<file path="config.mk">
export PLATFORM = sky130hd
export DESIGN_NAME = colDecoder
export DESIGN_NICKNAME = d
export VERILOG_FILES = /design/src/rtl/colDecPkg.sv /design/src/rtl/colDecDatapath.sv /design/src/rtl/colDecControl.sv /design/src/rtl/colDecoder.sv
export SDC_FILE = /design/constraint.sdc
export NUM_CORES = 2
export LEC_CHECK = 0
export BUFFER_PORTS_ARGS = -buffer_cell sky130_fd_sc_hd__buf_4
export CORE_UTILIZATION = 25
export DETAILED_ROUTE_END_ITERATION = 8
export HOLD_SLACK_MARGIN = 0.1
export PLACE_DENSITY_LB_ADDON = 0.25
export REMOVE_ABC_BUFFERS = 1
export SYNTH_ARGS = -nofsm -noshare
export SYNTH_HDL_FRONTEND = slang
export SYNTH_SLANG_ARGS = --single-unit
</file>
<file path="constraint.sdc">
create_clock -name clk -period 15.1 [get_ports clk]
set_input_delay 3.02 -clock clk [delete_from_list [all_inputs] [get_ports clk]]
set_output_delay 3.02 -clock clk [all_outputs]
set_load 0.03 [all_outputs]
</file>
<file path="src/rtl/colDecPkg.sv">
package colDecPkg;

  // Per-cycle strobes issued by the control to the datapath.
  typedef struct packed {
    logic ampWe;   // write amplitude table entry
    logic dlyWe;   // write delay table entry
    logic wordWe;  // store the converted bus word in the fill bank
    logic wrBank;  // index of the current fill bank
    logic rdReq;   // capture a reply for the read command
  } ctlStrobes_t;

endpackage

</file>
<file path="src/rtl/colDecDatapath.sv">
module colDecDatapath
  import colDecPkg::*;
#(
  parameter int LANES     = 8,
  parameter int CODE_W    = 3,
  parameter int AMP_W     = 10,
  parameter int DLY_W     = 8,
  parameter int COL_WORDS = 4
) (
  input  logic                                  clk,
  input  logic                                  rstN,
  input  ctlStrobes_t                           ctl,
  input  logic [$clog2(COL_WORDS+1)-1:0]        wordIdx,
  input  logic [LANES*2*CODE_W-1:0]             inWord,
  input  logic [CODE_W-1:0]                     cfgAddr,
  input  logic [AMP_W-1:0]                      cfgData,
  input  logic [$clog2(COL_WORDS*LANES)-1:0]    rdChan,
  input  logic [1:0]                            rdTarget,
  input  logic [CODE_W-1:0]                     rdAddr,
  input  logic [1:0]                            flags,
  output logic                                  badSeen,
  output logic [AMP_W-1:0]                      outAmp,
  output logic [DLY_W-1:0]                      outDly,
  output logic [AMP_W-1:0]                      upData
);
  localparam int LANE_W = 2 * CODE_W;
  localparam int N_CODE = 1 << CODE_W;
  localparam int N_CH   = COL_WORDS * LANES;
  localparam int CH_W   = $clog2(N_CH);
  localparam logic [CODE_W-1:0] BAD_CODE = '1;

  logic [AMP_W-1:0] ampTab  [N_CODE];
  logic [DLY_W-1:0] dlyTab  [N_CODE];
  logic [AMP_W-1:0] ampBank [2][N_CH];
  logic [DLY_W-1:0] dlyBank [2][N_CH];
  logic [AMP_W-1:0] laneAmp [LANES];
  logic [DLY_W-1:0] laneDly [LANES];
  logic [LANES-1:0] laneBad;

  // Real-time conversion of every lane of the incoming word.
  for (genvar l = 0; l < LANES; l++) begin : g_lane
    logic [CODE_W-1:0] aCode;
    logic [CODE_W-1:0] dCode;
    assign aCode = inWord[l*LANE_W+CODE_W +: CODE_W];
    assign dCode = inWord[l*LANE_W +: CODE_W];
    assign laneBad[l] = (aCode == BAD_CODE);
    assign laneAmp[l] = laneBad[l] ? '0 : ampTab[aCode];
    assign laneDly[l] = dlyTab[dCode];
  end

  assign badSeen = |laneBad;

  // Logical-to-physical tables.
  always_ff @(posedge clk) begin
    if (!rstN) begin
      for (int i = 0; i < N_CODE; i++) begin
        ampTab[i] <= '0;
        dlyTab[i] <= '0;
      end
    end else begin
      if (ctl.ampWe && cfgAddr != BAD_CODE) ampTab[cfgAddr] <= cfgData;
      if (ctl.dlyWe) dlyTab[cfgAddr] <= cfgData[DLY_W-1:0];
    end
  end

  // Ping-pong column banks.
  always_ff @(posedge clk) begin
    if (!rstN) begin
      for (int b = 0; b < 2; b++) begin
        for (int c = 0; c < N_CH; c++) begin
          ampBank[b][c] <= '0;
          dlyBank[b][c] <= '0;
        end
      end
    end else if (ctl.wordWe) begin
      for (int l = 0; l < LANES; l++) begin
        ampBank[ctl.wrBank][CH_W'(wordIdx) * CH_W'(LANES) + CH_W'(l)] <= laneAmp[l];
        dlyBank[ctl.wrBank][CH_W'(wordIdx) * CH_W'(LANES) + CH_W'(l)] <= laneDly[l];
      end
    end
  end

  // Readout of the bank that is not being filled.
  always_ff @(posedge clk) begin
    if (!rstN) begin
      outAmp <= '0;
      outDly <= '0;
    end else begin
      outAmp <= ampBank[~ctl.wrBank][rdChan];
      outDly <= dlyBank[~ctl.wrBank][rdChan];
    end
  end

  // Reply to read commands.
  always_ff @(posedge clk) begin
    if (!rstN) begin
      upData <= '0;
    end else if (ctl.rdReq) begin
      case (rdTarget)
        2'd0:    upData <= (rdAddr == BAD_CODE) ? '0 : ampTab[rdAddr];
        2'd1:    upData <= AMP_W'(dlyTab[rdAddr]);
        2'd2:    upData <= AMP_W'(flags);
        default: upData <= '0;
      endcase
    end else begin
      upData <= '0;
    end
  end

endmodule

</file>
<file path="src/rtl/colDecControl.sv">
module colDecControl
  import colDecPkg::*;
#(
  parameter int COL_WORDS = 4
) (
  input  logic                             clk,
  input  logic                             rstN,
  input  logic                             runEn,
  input  logic                             cfgWe,
  input  logic                             cfgSel,
  input  logic                             inValid,
  input  logic                             colStrobe,
  input  logic                             rdValid,
  input  logic                             badSeen,
  output ctlStrobes_t                      ctl,
  output logic [$clog2(COL_WORDS+1)-1:0]   wordIdx,
  output logic                             errBadCode,
  output logic                             errUnderrun,
  output logic                             upValid
);
  localparam int PTR_W = $clog2(COL_WORDS + 1);
  localparam logic [PTR_W-1:0] FULL = PTR_W'(COL_WORDS);

  logic [PTR_W-1:0] wrPtr;
  logic [PTR_W-1:0] closingCount;
  logic             wrBank;

  always_comb begin
    ctl.ampWe  = cfgWe && !runEn && !cfgSel;
    ctl.dlyWe  = cfgWe && !runEn && cfgSel;
    ctl.wordWe = inValid && (wrPtr < FULL);
    ctl.wrBank = wrBank;
    ctl.rdReq  = rdValid;
    wordIdx    = wrPtr;
    closingCount = wrPtr + PTR_W'(ctl.wordWe);
  end

  always_ff @(posedge clk) begin
    if (!rstN) begin
      wrPtr       <= '0;
      wrBank      <= 1'b0;
      errBadCode  <= 1'b0;
      errUnderrun <= 1'b0;
      upValid     <= 1'b0;
    end else begin
      upValid <= rdValid;
      if (ctl.wordWe && badSeen) errBadCode <= 1'b1;
      if (colStrobe) begin
        wrBank <= ~wrBank;
        wrPtr  <= '0;
        if (closingCount != FULL) errUnderrun <= 1'b1;
      end else if (ctl.wordWe) begin
        wrPtr <= wrPtr + 1'b1;
      end
    end
  end

endmodule

</file>
<file path="src/rtl/colDecoder.sv">
module colDecoder
  import colDecPkg::*;
#(
  parameter int LANES     = 8,
  parameter int CODE_W    = 3,
  parameter int AMP_W     = 10,
  parameter int DLY_W     = 8,
  parameter int COL_WORDS = 4
) (
  input  logic                                clk,
  input  logic                                rstN,
  input  logic                                runEn,
  input  logic                                cfgWe,
  input  logic                                cfgSel,
  input  logic [CODE_W-1:0]                   cfgAddr,
  input  logic [AMP_W-1:0]                    cfgData,
  input  logic                                inValid,
  input  logic [LANES*2*CODE_W-1:0]           inWord,
  input  logic                                colStrobe,
  input  logic [$clog2(COL_WORDS*LANES)-1:0]  rdChan,
  output logic [AMP_W-1:0]                    outAmp,
  output logic [DLY_W-1:0]                    outDly,
  input  logic                                rdValid,
  input  logic [1:0]                          rdTarget,
  input  logic [CODE_W-1:0]                   rdAddr,
  output logic                                upValid,
  output logic [AMP_W-1:0]                    upData,
  output logic                                errBadCode,
  output logic                                errUnderrun
);
  localparam int PTR_W = $clog2(COL_WORDS + 1);

  ctlStrobes_t      ctl;
  logic [PTR_W-1:0] wordIdx;
  logic             badSeen;

  colDecControl #(.COL_WORDS(COL_WORDS)) i_ctl (
    .clk(clk), .rstN(rstN), .runEn(runEn), .cfgWe(cfgWe), .cfgSel(cfgSel),
    .inValid(inValid), .colStrobe(colStrobe), .rdValid(rdValid),
    .badSeen(badSeen), .ctl(ctl), .wordIdx(wordIdx),
    .errBadCode(errBadCode), .errUnderrun(errUnderrun), .upValid(upValid)
  );

  colDecDatapath #(
    .LANES(LANES), .CODE_W(CODE_W), .AMP_W(AMP_W), .DLY_W(DLY_W),
    .COL_WORDS(COL_WORDS)
  ) i_dp (
    .clk(clk), .rstN(rstN), .ctl(ctl), .wordIdx(wordIdx), .inWord(inWord),
    .cfgAddr(cfgAddr), .cfgData(cfgData), .rdChan(rdChan),
    .rdTarget(rdTarget), .rdAddr(rdAddr),
    .flags({errUnderrun, errBadCode}), .badSeen(badSeen),
    .outAmp(outAmp), .outDly(outDly), .upData(upData)
  );

endmodule

</file>
==> results.toml <==
[status]
outcome = "complete, no violations"

[placement]
io_buffers = 109
place_congestion = 0.831
hpwlAfterDp_um = 145000
dp_cells = 7769

[yosys]
syn_area_per_cell_um2 = 15.1
synth_top_family_by_area = "multiplexers"
synth_edf_count = 1296
synthMuxAreaShare_pct = 24.3
synth_compound_gate_area_share_pct = 5.62
synth-simple-area-share_pct = 7.48
synth_top_area_share_pct = 58.9
yosysWarnings = 0
synth-seq-cells = 1331
yosysSeqAreaShare_pct = 59.9
synth_cells = 4363
synth.cell_area_um2 = 66100
synth_area_leaders = "edfxtp_1 59%, mux4_2 19%, mux2i_1 4.5%, nor2_1 3.5%, a21oi_1 2.4%"
synth_fa_ha_area_share_pct = 0.114
synth_ff_type = "edfxtp_1"
synthXorXnorAreaFrac_pct = 0.0398
synth_top_area_cell = "edfxtp_1"
synth.distinct_cells = 53
synthArstFlopShare_pct = 0

[timing]
worst_slew_pin_slew_ns = 1.27
max_clock_freq_ghz = 0.144
fin_worst_skew_ns = 0.0295
slew-limit-headroom_pct = 13.5
rsz0062_at_grt = "no"
finalHoldViolCount = 0
post-route-period-util_pct = 46.0
setup_viol_count_final = 0
drv_slew = 0
min_period_ns = 6.95

[finish]
final_nets = 4491
drive_gt1_share_pct = 26.8
utilization_pct = 29.0
final_cells = 8055
seq_area_um2 = 39600
fill_cells = 26500
area_growth_pct = 15.1
multi_input_area_um2 = 25300

[route]
drc = 0
wl_per_cell_um = 29.0
via_per_inst = 5.05
routed_wl_um = 233000
drt_iter0_markers = 4010
ant_nets = 0
vias = 40700
drt_pass1_iterations = 5

[die]
dieArea_um2 = 266000
core_area_um2 = 263000
die_h_um = 516
start_util_pct = 25.2
fp-row-count = 188
fp.dieW_um = 516
ios = 110

[setup_path]
r2r_cells = 7
reg2reg_from = "i_ctl.wordIdx[2]$_SDFFE_PP0N_"
path_class = "input port to register"
r2r-end = "i_dp.ampBank[1][75]$_DFFE_PP_"
ff2ff_setup_slack_ns = 10.23
cp_data_arrival_time_ns = 7.38
start_kind = "input port"
cp-endpoint = "i_dp.ampBank[1][75]$_DFFE_PP_"
critPathMaxFanout = 58
crit_required_ns = 15.53
critPathCaptureType = "register"
critPathLaunch = "rstN"

[power]
ir_worst_vdd_mv = 0.116
p_leak_nw = 26.3
power_density_nw_per_um2 = 124

[clocking]
cts_setup_buffers = 0
tritoncts = "built"
cts_root_buf = "clkbuf_16"
clk_pin_slew_ns = 0.06
htreeDepth = 4
clockBufferDepth = 3
ctsHoldBuffers = 0
clock-sinks = 1331
clock_latency_ns = 0.82
ctsResizeCount = 0
cts_made_buffers = 150

[global_routing]
grt_pass1_vias = 41200
grt_first_pass_wirelength_um = 326000
antenna_found_initial = 25
track_usage_pct = 17.3
grt_start_max_net_pins = 94
grt_overflow = 0

[job]
drv_cap = 0

[min_path]
hold_path.class = "register to register"
[through the flow]
step	power [mW]	hold WS [ns]	instance area, um^2	worst slack, ns	setup TNS (ns)
2_1_floorplan	5.23	0.492	64500	-2.00	-1083.24
3_3_place_gp	5.83	0.583	71200	7.32	0
3_5_place_dp	5.85	0.582	71200	7.26	0
4_1_cts	9.49	0.596	76000	8.13	0
5_1_grt	9.68	0.655	76000	7.91	0
6_report	9.40	0.591	76000	8.15	0
[synthesized netlist by cell type, drive strengths merged, types with 3 or more instances]
library cell,number
a21oi,315
a22oi,10
and2,141
and3,11
buf,184
clkbuf,185
dfxtp,35
edfxtp,1296
ha,6
inv,5
mux2,28
mux2i,308
mux4,560
nand2,116
nand2b,49
nand3,13
nand3b,3
nor2,659
nor2b,37
nor3,7
o211ai,11
o21ai,343
o221ai,5
o22a,6
o22ai,5
xnor2,3
[state kept, by name, summed over array words and instances, names as in the netlist, 3 cells and up]
register	count
i_ctl.wordIdx	3
i_dp.ampBank	640
i_dp.ampTab	80
i_dp.dlyBank	512
i_dp.dlyTab	64
i_dp.outAmp	10
i_dp.outDly	8
i_dp.upData	10
[cell type report]
cell class | count | share of cell area (%)
tap | 3515 | 5.78
clock inverter | 81 | 1.08
timing repair buffer | 251 | 2.53
inverter | 5 | 0.0247
multi-input combinational | 2667 | 33.2
sequential | 1331 | 52.1
antenna | 15 | 0.0494
clock buffer | 190 | 5.23
[metal layers]
layer | track usage (%) | share of wire, %
met3 | 2.78 | 5.7
met1 | 21.5 | 40
met2 | 29.5 | 50
met4 | 7.82 | 4.7
met5 | 0 | 0
[how the worst min path moves through the flow]
stage	slack (ns)	cells after the start	from	end
after floorplan	0.49	2	i_ctl.wordIdx[2]$_SDFFE_PP0N_	i_ctl.wordIdx[2]$_SDFFE_PP0N_
after global placement	0.58	2	i_ctl.wordIdx[0]$_SDFFE_PP0N_	i_ctl.wordIdx[0]$_SDFFE_PP0N_
after detailed placement	0.58	2	i_ctl.wordIdx[2]$_SDFFE_PP0N_	i_ctl.wordIdx[2]$_SDFFE_PP0N_
after CTS	0.60	2	i_ctl.wordIdx[2]$_SDFFE_PP0N_	i_ctl.wordIdx[2]$_SDFFE_PP0N_
after global routing	0.66	2	i_ctl.wordIdx[2]$_SDFFE_PP0N_	i_ctl.wordIdx[2]$_SDFFE_PP0N_
final	0.59	2	i_ctl.wordIdx[2]$_SDFFE_PP0N_	i_ctl.wordIdx[2]$_SDFFE_PP0N_
[worst max-delay path, stage by stage]
cell and delay (ns):
buf_4 0.22, and3b_1 0.51, and2_4 0.48, buf_4 0.66, nand2_1 0.20, nand2_4 0.60, buf_4 0.77, buf_4 0.70
[kinds of logic after synthesis]
logic type,count (synthesis)
compound gates,709
xor+xnor,3
fa+ha+maj,6
buf+inv,374
flops,1331
mux,896
other cells,1
simple gates,1043
[where the power goes]
group          leakage, nW  total, mW  internal (mW)  switching [mW]
Clock                 2.33       3.64           2.07            1.58
Combinational         10.4       1.34          0.491           0.844
Sequential            13.6       4.43           4.31           0.114
[cell usage in the layout (no fill, tap or decap), types with 6 or more instances in the layout]
cell type,instances
nor2_1,618
and2_1,136
clkbuf_1,33
nand2b_1,44
mux2_2,27
nand3_1,13
mux2i_1,230
nor2b_4,11
o211ai_1,11
a22oi_1,10
nor2_4,40
diode_2,15
nand2_1,102
nand2_2,6
a21oi_1,315
dfxtp_1,34
conb_1,10
edfxtp_1,1296
mux2i_2,78
clkbuf_8,7
mux4_2,560
ha_1,6
clkinv_2,21
o22a_1,6
nor2b_1,22
buf_4,247
clkinv_1,29
nor3_1,6
inv_6,6
nand2_4,8
o21ai_1,64
o21ai_0,277
and3_1,11
clkbuf_16,150
bufinv_16,11
Power figures use the tool's default switching activity.
